`config.mk`:
```
export PLATFORM = sky130hd
export DESIGN_NAME = keymat_scanner
export DESIGN_NICKNAME = d
export VERILOG_FILES = /design/src/rtl/ks_pkg.sv /design/src/rtl/ks_colsync.sv /design/src/rtl/ks_scan_ctrl.sv /design/src/rtl/ks_shift.sv /design/src/rtl/keymat_scanner.sv
export SDC_FILE = /design/constraint.sdc
export NUM_CORES = 1
export LEC_CHECK = 0
export ABC_CLOCK_PERIOD_IN_PS = 3550
export BUFFER_PORTS_ARGS = -buffer_cell sky130_fd_sc_hd__buf_2
export CAP_MARGIN = 5
export CORE_ASPECT_RATIO = 1.1
export CORE_MARGIN = 4
export CORE_UTILIZATION = 44
export DETAILED_ROUTE_END_ITERATION = 16
export GPL_TIMING_DRIVEN = 0
export PLACE_DENSITY = 0.56
export SLEW_MARGIN = 30
export SYNTH_ARGS = -nofsm -noshare
export SYNTH_HDL_FRONTEND = slang
export SYNTH_SLANG_ARGS = --single-unit
```
`constraint.sdc`:
```
create_clock -name clk -period 3.55 [get_ports clk]
set_input_delay 0 -clock clk [delete_from_list [all_inputs] [get_ports clk]]
set_output_delay 0 -clock clk [all_outputs]
set_load 0.01 [all_outputs]
```
`src/rtl/ks_pkg.sv`:
```
package ks_pkg;
    typedef enum logic {
        KS_IDLE = 1'b0,
        KS_SCAN = 1'b1
    } ks_state_e;
endpackage

```
`src/rtl/ks_colsync.sv`:
```
module ks_colsync #(
    parameter int W      = 6,
    parameter int STAGES = 2
) (
    input  logic         clk,
    input  logic         rst_n,
    input  logic [W-1:0] raw_i,
    output logic [W-1:0] sync_o,
    output logic [W-1:0] prev_o
);
    logic [W-1:0] stg_d [STAGES];
    logic [W-1:0] stg_q [STAGES];
    logic [W-1:0] prev_d, prev_q;

    always_comb begin
        stg_d[0] = raw_i;
        for (int i = 1; i < STAGES; i++) begin
            stg_d[i] = stg_q[i-1];
        end
        prev_d = stg_q[STAGES-1];
    end

    always_ff @(posedge clk or negedge rst_n) begin
        if (!rst_n) begin
            for (int i = 0; i < STAGES; i++) begin
                stg_q[i] <= '1;
            end
            prev_q <= '1;
        end else begin
            for (int i = 0; i < STAGES; i++) begin
                stg_q[i] <= stg_d[i];
            end
            prev_q <= prev_d;
        end
    end

    assign sync_o = stg_q[STAGES-1];
    assign prev_o = prev_q;
endmodule

```
`src/rtl/ks_scan_ctrl.sv`:
```
module ks_scan_ctrl
    import ks_pkg::*;
#(
    parameter int ROWS      = 5,
    parameter int COLS      = 6,
    parameter int ROW_TICKS = 64,
    parameter int SETTLE    = 4
) (
    input  logic                 clk,
    input  logic                 rst_n,
    input  logic                 tick,
    input  logic                 stop_req,
    input  logic [COLS-1:0]      col_s,
    input  logic [COLS-1:0]      col_p,
    output logic [ROWS-1:0]      row_n,
    output logic                 irq,
    output logic                 scanning,
    output logic [ROWS*COLS-1:0] img
);
    localparam int ROW_W = (ROWS > 1) ? $clog2(ROWS) : 1;
    localparam int CNT_W = (ROW_TICKS > 1) ? $clog2(ROW_TICKS) : 1;
    localparam int SET_W = $clog2(SETTLE + 1);
    localparam int NBITS = ROWS * COLS;
    localparam logic [ROW_W-1:0] LAST_ROW  = ROW_W'(ROWS - 1);
    localparam logic [CNT_W-1:0] LAST_TICK = CNT_W'(ROW_TICKS - 1);

    typedef struct packed {
        ks_state_e        state;
        logic [ROW_W-1:0] row;
        logic [CNT_W-1:0] cnt;
        logic             first_done;
        logic             chg;
        logic             irq;
        logic [SET_W-1:0] settle;
        logic [NBITS-1:0] img;
    } ctrl_t;

    ctrl_t q, d;
    logic [COLS-1:0] sample;

    always_comb begin
        d      = q;
        sample = ~col_s;
        if (q.settle != '0) begin
            d.settle = q.settle - 1'b1;
        end
        case (q.state)
            KS_IDLE: begin
                if (q.settle == '0 && col_s != col_p) begin
                    d.state      = KS_SCAN;
                    d.row        = '0;
                    d.cnt        = '0;
                    d.first_done = 1'b0;
                    d.chg        = 1'b0;
                end
            end
            default: begin
                if (stop_req) begin
                    d.irq = 1'b0;
                    if (q.chg) begin
                        d.row        = '0;
                        d.cnt        = '0;
                        d.first_done = 1'b0;
                        d.chg        = 1'b0;
                    end else begin
                        d.state  = KS_IDLE;
                        d.settle = SET_W'(SETTLE);
                    end
                end else if (tick) begin
                    if (q.cnt == LAST_TICK) begin
                        d.cnt = '0;
                        if (q.first_done &&
                            sample != q.img[q.row*COLS +: COLS]) begin
                            d.chg = 1'b1;
                        end
                        d.img[q.row*COLS +: COLS] = sample;
                        if (q.row == LAST_ROW) begin
                            d.row        = '0;
                            d.first_done = 1'b1;
                            d.irq        = 1'b1;
                        end else begin
                            d.row = q.row + 1'b1;
                        end
                    end else begin
                        d.cnt = q.cnt + 1'b1;
                    end
                end
            end
        endcase
    end

    always_ff @(posedge clk or negedge rst_n) begin
        if (!rst_n) begin
            q <= '{state: KS_IDLE, row: '0, cnt: '0, first_done: 1'b0,
                   chg: 1'b0, irq: 1'b0, settle: '0, img: '0};
        end else begin
            q <= d;
        end
    end

    always_comb begin
        row_n = '0;
        if (q.state == KS_SCAN) begin
            row_n = ~(ROWS'(1) << q.row);
        end
    end

    assign irq      = q.irq;
    assign scanning = (q.state == KS_SCAN);
    assign img      = q.img;

    AST_IDLE_ROWS_LOW: assert property (@(posedge clk) disable iff (!rst_n)
        !scanning |-> row_n == '0);
    AST_START_ON_EDGE: assert property (@(posedge clk) disable iff (!rst_n)
        (!scanning && q.settle == '0 && col_s != col_p) |=> scanning);
    AST_ONE_ROW_LOW: assert property (@(posedge clk) disable iff (!rst_n)
        scanning |-> $countones(row_n) == ROWS - 1);
    AST_IRQ_STICKY: assert property (@(posedge clk) disable iff (!rst_n)
        (irq && !stop_req) |=> irq);
    AST_IRQ_NEEDS_SCAN: assert property (@(posedge clk) disable iff (!rst_n)
        irq |-> scanning);
    AST_STOP_DROPS_IRQ: assert property (@(posedge clk) disable iff (!rst_n)
        stop_req |=> !irq);
    AST_IDLE_STOP_INERT: assert property (@(posedge clk) disable iff (!rst_n)
        (!scanning && stop_req && col_s == col_p) |=> !scanning);
endmodule

```
`src/rtl/ks_shift.sv`:
```
module ks_shift #(
    parameter int N = 30
) (
    input  logic         clk,
    input  logic         rst_n,
    input  logic         load,
    input  logic [N-1:0] data,
    input  logic         shift_stb,
    output logic         sdo
);
    logic [N-1:0] sr_d, sr_q;

    always_comb begin
        sr_d = sr_q;
        if (load) begin
            sr_d = data;
        end else if (shift_stb) begin
            sr_d = {1'b0, sr_q[N-1:1]};
        end
    end

    always_ff @(posedge clk or negedge rst_n) begin
        if (!rst_n) begin
            sr_q <= '0;
        end else begin
            sr_q <= sr_d;
        end
    end

    assign sdo = sr_q[0];

    AST_SHIFT_STEP: assert property (@(posedge clk) disable iff (!rst_n)
        (shift_stb && !load) |=> sdo == $past(sr_q[1]));
endmodule

```
`src/rtl/keymat_scanner.sv`:
```
module keymat_scanner #(
    parameter int ROWS        = 5,
    parameter int COLS        = 6,
    parameter int ROW_TICKS   = 64,
    parameter int SYNC_STAGES = 2
) (
    input  logic            clk,
    input  logic            rst_n,
    input  logic [COLS-1:0] col_n,
    input  logic            tick,
    input  logic            stop_req,
    input  logic            out_req,
    input  logic            shift_stb,
    output logic [ROWS-1:0] row_n,
    output logic            irq,
    output logic            sdo
);
    localparam int NBITS  = ROWS * COLS;
    localparam int SETTLE = SYNC_STAGES + 2;

    logic [COLS-1:0]  col_s, col_p;
    logic [NBITS-1:0] img;
    logic             scanning;

    ks_colsync #(.W(COLS), .STAGES(SYNC_STAGES)) u_sync (
        .clk    (clk),
        .rst_n  (rst_n),
        .raw_i  (col_n),
        .sync_o (col_s),
        .prev_o (col_p)
    );

    ks_scan_ctrl #(
        .ROWS(ROWS), .COLS(COLS), .ROW_TICKS(ROW_TICKS), .SETTLE(SETTLE)
    ) u_ctrl (
        .clk      (clk),
        .rst_n    (rst_n),
        .tick     (tick),
        .stop_req (stop_req),
        .col_s    (col_s),
        .col_p    (col_p),
        .row_n    (row_n),
        .irq      (irq),
        .scanning (scanning),
        .img      (img)
    );

    ks_shift #(.N(NBITS)) u_shift (
        .clk       (clk),
        .rst_n     (rst_n),
        .load      (out_req),
        .data      (img),
        .shift_stb (shift_stb),
        .sdo       (sdo)
    );

    AST_LOAD_FIRST_BIT: assert property (@(posedge clk) disable iff (!rst_n)
        out_req |=> sdo == $past(img[0]));
endmodule

```
## After elaboration in Yosys (flattened, before gate mapping)

Cells that the tools add are included.

- Add/sub/neg operators: 4
- Multipliers: 1
- Eq/ne operators: 9
- Shifts and indexed selects: 4
- Mux-type cells: 24
- Bitwise operators: 3
- Reductions and logical operators: 15

Operators with widths:

| operator | number |
|---|---|
| 2-to-1 mux 30 bit | 5 |
| 2-to-1 mux 12 bit | 4 |
| negator 6 -> 34 bit | 1 |
| variable shift 6 x 34 -> 30 bit (first input constant) | 1 |
| variable part select 6 x 34 -> 30 bit | 1 |
| 2-to-1 mux 33 bit | 1 |
| bitwise mux 30 bit | 1 |
| variable part select 30 x 7 -> 6 bit | 1 |
| 2-to-1 mux 3 bit | 6 |
| AND reduction 4 bit | 4 |
| inequality test 3 bit (second input constant) | 5 |
| inequality test 6 bit | 2 |
| 2-to-1 mux 11 bit | 1 |
| nonzero test 2 bit | 5 |
| adder 6 x 1 -> 6 bit (second input constant) | 1 |
| == test 6 bit (second input constant) | 1 |
| 2-to-1 mux 6 bit | 1 |
| inverter 6 bit | 1 |
| multiplier 3 x 2 -> 5 bit (second input constant) | 1 |
| 2-to-1 mux 5 bit | 1 |
| inverter 5 bit | 1 |
| AND reduction 5 bit | 1 |
| left shift 1 x 3 -> 5 bit (first input constant) | 1 |
| 2-to-1 mux 1 bit | 4 |
| other kinds (8) | 9 |

- Flip-flop bits (word level): 94
- Output and inout port bits: 7
- Logic and storage cells: 72

## Logic depth before layout (Yosys ltp)

- Word-level depth: 9
- Depth in mapped cells: 14
- Mapped depth without buffers: 11

## By module

From an unflattened synthesis, not the netlist that was laid out.

- Cell total of the unflattened synthesis: 564
- Area, all modules: 5602.9 um2

Modules (own cells, without submodules):

| module | times used | cells each | area an instance (um2) |
|---|---|---|---|
| ks_scan_ctrl | 1 | 416 | 3711.1 |
| ks_shift | 1 | 130 | 1418.9 |
| ks_colsync | 1 | 18 | 473.0 |

## Least setup slack after synthesis

Ideal clock, no wire load.

- Path kind: register -> register
- Start: register u_ctrl.q[43] (netlist bit)
- End: register (tool-made name)
- Setup time: 0.125 ns
- Arrival: 3.148 ns
- Required time: 3.425 ns
- Slack: 0.277 ns
- Cell stages (with the launch flop): 13
- Buffers on the path: 3
- Cell sequence: dfrtp_1 clkbuf_1 clkbuf_1 inv_1 ha_1 a21oi_1 ha_1 inv_1 or4b_4 nor2b_4 buf_6 o2111ai_2 mux2_2

RTL lines:

| item | line | text |
|---|---|---|
| from (decl) | ks_scan_ctrl.sv:38 | `ctrl_t q, d;` |
| from (signal assigned) | ks_scan_ctrl.sv:94 | `q <= '{state: KS_IDLE, row: '0, cnt: '0, first_done: 1'b0,` |

==> results.yml <==
synthesis:
  syn_nets: 563
  ys_types: 65
  yosys_register_bits: 94
  async_flop_share_pct: 100.0
  yosysWarnings: 0
  syn_inst: 535
  seq_area_frac_synth_pct: 44.49
  synth_area_sq_um: 5338
  postSynthAreaPerCell_sq_um: 9.977
  synth-edff-count: 0
  synth_ff_type: "dfrtp_1"
timing:
  rsz0062_at_grt: "false"
  setup_viol: 0
  fin_skew_ns: 0.01036
  drv_slew: 0
  setup_slack_ns: 0.1841
  worstMarginPinSlew_ns: 0.7504
  fin_crit_ns: 3.366
  fin_setup_tns_ns: 0
  relSlewSlack_pct: 49.45
  clock.fmax_mhz: 297.1
  min_period_over_period_pct: 94.81
  hold_violations: 0
  hold_ws_ns: 0.04321
detailed_routing:
  remaining_drc_errors: 0
  via_count: 4222
  wl_per_cell_um: 19.66
  drt_iter0_markers: 394
  first_pass_iters: 5
  wirelength_mm: 14.27
  viasPerCell: 5.815
  ant_nets: 0
worst_setup_path:
  required_ns: 3.78
  cp_common_cell: "ha_2"
  path_buf_inv: 2
  crit_arrival_ns: 3.59
  max_stage_delay_ns: 0.61
  crit_chain: "ha_2 -> fa_1 -> xor2_2 -> nor3_1 -> ha_2 -> inv_1 -> or4b_4 -> nor2b_4 -> buf_6 -> o2111ai_2 -> mux2_2"
  end_kind: "register"
  critPathLaunchType: "register"
  worst_path_dominant_cell_family: "adder cells"
  crit_type: "reg -> reg"
  slowest_stage: "or4b_4"
  critPathMaxFanout: 9
grt:
  antenna_found_initial: 0
  grt_pass1_vias: 4281
  grt_max_degree: 53
  use_met2_pct: 37.00
  grt.busiest_layer: "met2"
  grt_util_met3_pct: 3.035
  grt_usage_pct: 21.89
  grt.met1_usage_pct: 29.10
  grt_overflow: 0
  grt_pass1_wl_mm: 23.68
clocking:
  htreeDepth: 3
  insertion_delay_ns: 0.35
  cts_tree: "yes"
  cts_root_buffer: "clkbuf_16"
  clock_sinks: 94
  clock_path_buffers: 2
  numCtsBuffers: 9
  clk_pin_slew_ns: 0.07
die:
  num_rows: 41
  core_area_sq_um: 11640
  initial_utilization_pct: 45.84
  boundaryPins: 19
  die_h_um: 123.5
  dieArea_sq_um: 13960
  die_x_um: 113.0
pwr:
  clock_power_share_pct: 24.5
  seqPwrFrac_pct: 28.7
  pwr-share-comb_pct: 46.8
  p_int_w: 0.002337
  peakVddDrop_uv: 296.1
  p_leak_nw: 2.687
  switching_power_w: 0.001781
  powerDensity_nw_per_um2: 678.0
  swShare_pct: 43.25
layout:
  area_growth_pct: 13.78
  final_cell_area_sq_um: 6073
  fin_util_pct: 52.15
  layout_commonest_cell: "dfrtp_1"
  fin_nets: 599
  drive_gt1_share_pct: 20.66
  antenna_cells: 0
  mostFrequentLayoutCells: "dfrtp_1, nand2_1, o21ai_0"
place:
  place.gp.congestion: 0.9276
  io_buffer_count: 16
  post-place-ws_ns: -0.4712
  postPlaceCellArea_sq_um: 5639
  hpwl_mm: 10.89
run_status:
  status: "finished, final reports clean"
flow_run:
  maxCapViolCount: 0
min_path:
  hold_class: "in -> reg"
power groups by stage:
stage | Sequential [W] | Combinational (W) | Clock, W
4_1_cts | 0.00118 | 0.00188 | 0.00103
3_5_place_dp | 0.00120 | 0.00186 | 0
5_1_grt | 0.00119 | 0.00211 | 0.00108
2_1_floorplan | 0.00119 | 0.00131 | 0
3_3_place_gp | 0.00120 | 0.00185 | 0
6_report | 0.00118 | 0.00193 | 0.00101
kinds of logic (layout without fill, tap and decap cells):
group,Yosys count,in the layout,synth area share [%]
mux,71,71,14.81
buf+inv,53,94,4.243
fa+ha+maj,16,16,3.891
simple gates,152,152,13.62
xor+xnor,16,16,2.766
compound gates,133,133,16.17
flops,94,94,44.49
through the flow:
| step | power, W | instances |
|---|---|---|
| after global placement | 0.003053 | 701 |
| after floorplan | 0.002496 | 535 |
| after global routing | 0.004380 | 726 |
| final | 0.004118 | 726 |
| after detailed placement | 0.003058 | 702 |
| after CTS | 0.004092 | 727 |
path summary, 6_finish.rpt:
| check | start | endpoint | slack (ns) | depth (start not counted) |
|---|---|---|---|---|
| worst max-delay path | u_ctrl.q[43] | register | 0.18 | 11 |
| worst min-delay path | out_req | u_shift.sr_q[29] | 0.04 | 3 |
| worst max register to register | u_ctrl.q[43] | register | 0.18 | 11 |
| worst min register to register | u_sync.stg_d[5] | u_sync.sync_o[5] | 0.36 | 0 |
| max in group asynchronous | rst_n | u_shift.sr_q[20] | 2.83 | 3 |
| min in group asynchronous | rst_n | u_shift.sr_q[23] | 0.14 | 2 |
what timing repair did:
item / in CTS / in global routing
pin swaps: 1 / 0
setup buffers: 1 / 0
gates resized for setup: 5 / 8
setup endpoints to repair: 29 / 24
hold endpoints to repair: 102 / 0
hold buffers: 9 / 0
Yosys cell counts (all sizes together) (2+ instances only):
cell type	number	area share, %
a211oi	2	0.28
a21boi	3	0.42
clkinv	2	0.14
o311ai	6	0.98
a31oi	9	1.2
nand3	10	0.94
o2111ai	2	0.45
nor2b	5	0.73
o211ai	3	0.42
nor3	9	0.94
nand3b	2	0.28
and2	3	0.35
mux4	3	1.3
a21oi	16	1.5
buf	16	1.6
nor2	36	2.6
a21o	2	0.28
dfstp	18	8.9
xor2	8	1.5
o22ai	9	1.1
inv	16	1.1
xnor2	8	1.3
o21ai	50	4.7
nand2b	8	0.94
nor4	4	0.47
o31ai	8	1.1
nand2	60	4.2
o31a	2	0.33
ha	15	3.5
a311oi	2	0.33
dfrtp	76	36
a31o	2	0.33
a41oi	4	0.66
mux2i	34	6.4
clkbuf	19	1.3
a22o	3	0.49
and3	3	0.35
nand4	4	0.47
nor4bb	2	0.38
mux2	34	7.2
cell type report:
type	count	area, sq um
Fill cell	1134	5572
Multi-Input combinational cell	388	2755
Sequential cell	94	2375
Clock buffer	12	279.0
Timing Repair Buffer	27	211.5
Tap cell	150	187.7
Buffer	33	161.4
Inverter	18	70.07
Clock inverter	4	33.78
metal layers:
layer  routed length [um]  share of wire, %
met5                    0                 0
met4                  291               2.0
met3                  576               4.0
met1                 6262                44
met2                 7143                50
tightest hold or removal path, cell delays in order:
cell and delay [ns]:
buf_2 0.16, nand2b_1 0.12, o21ai_0 0.06
Power figures use the tool's default switching activity.
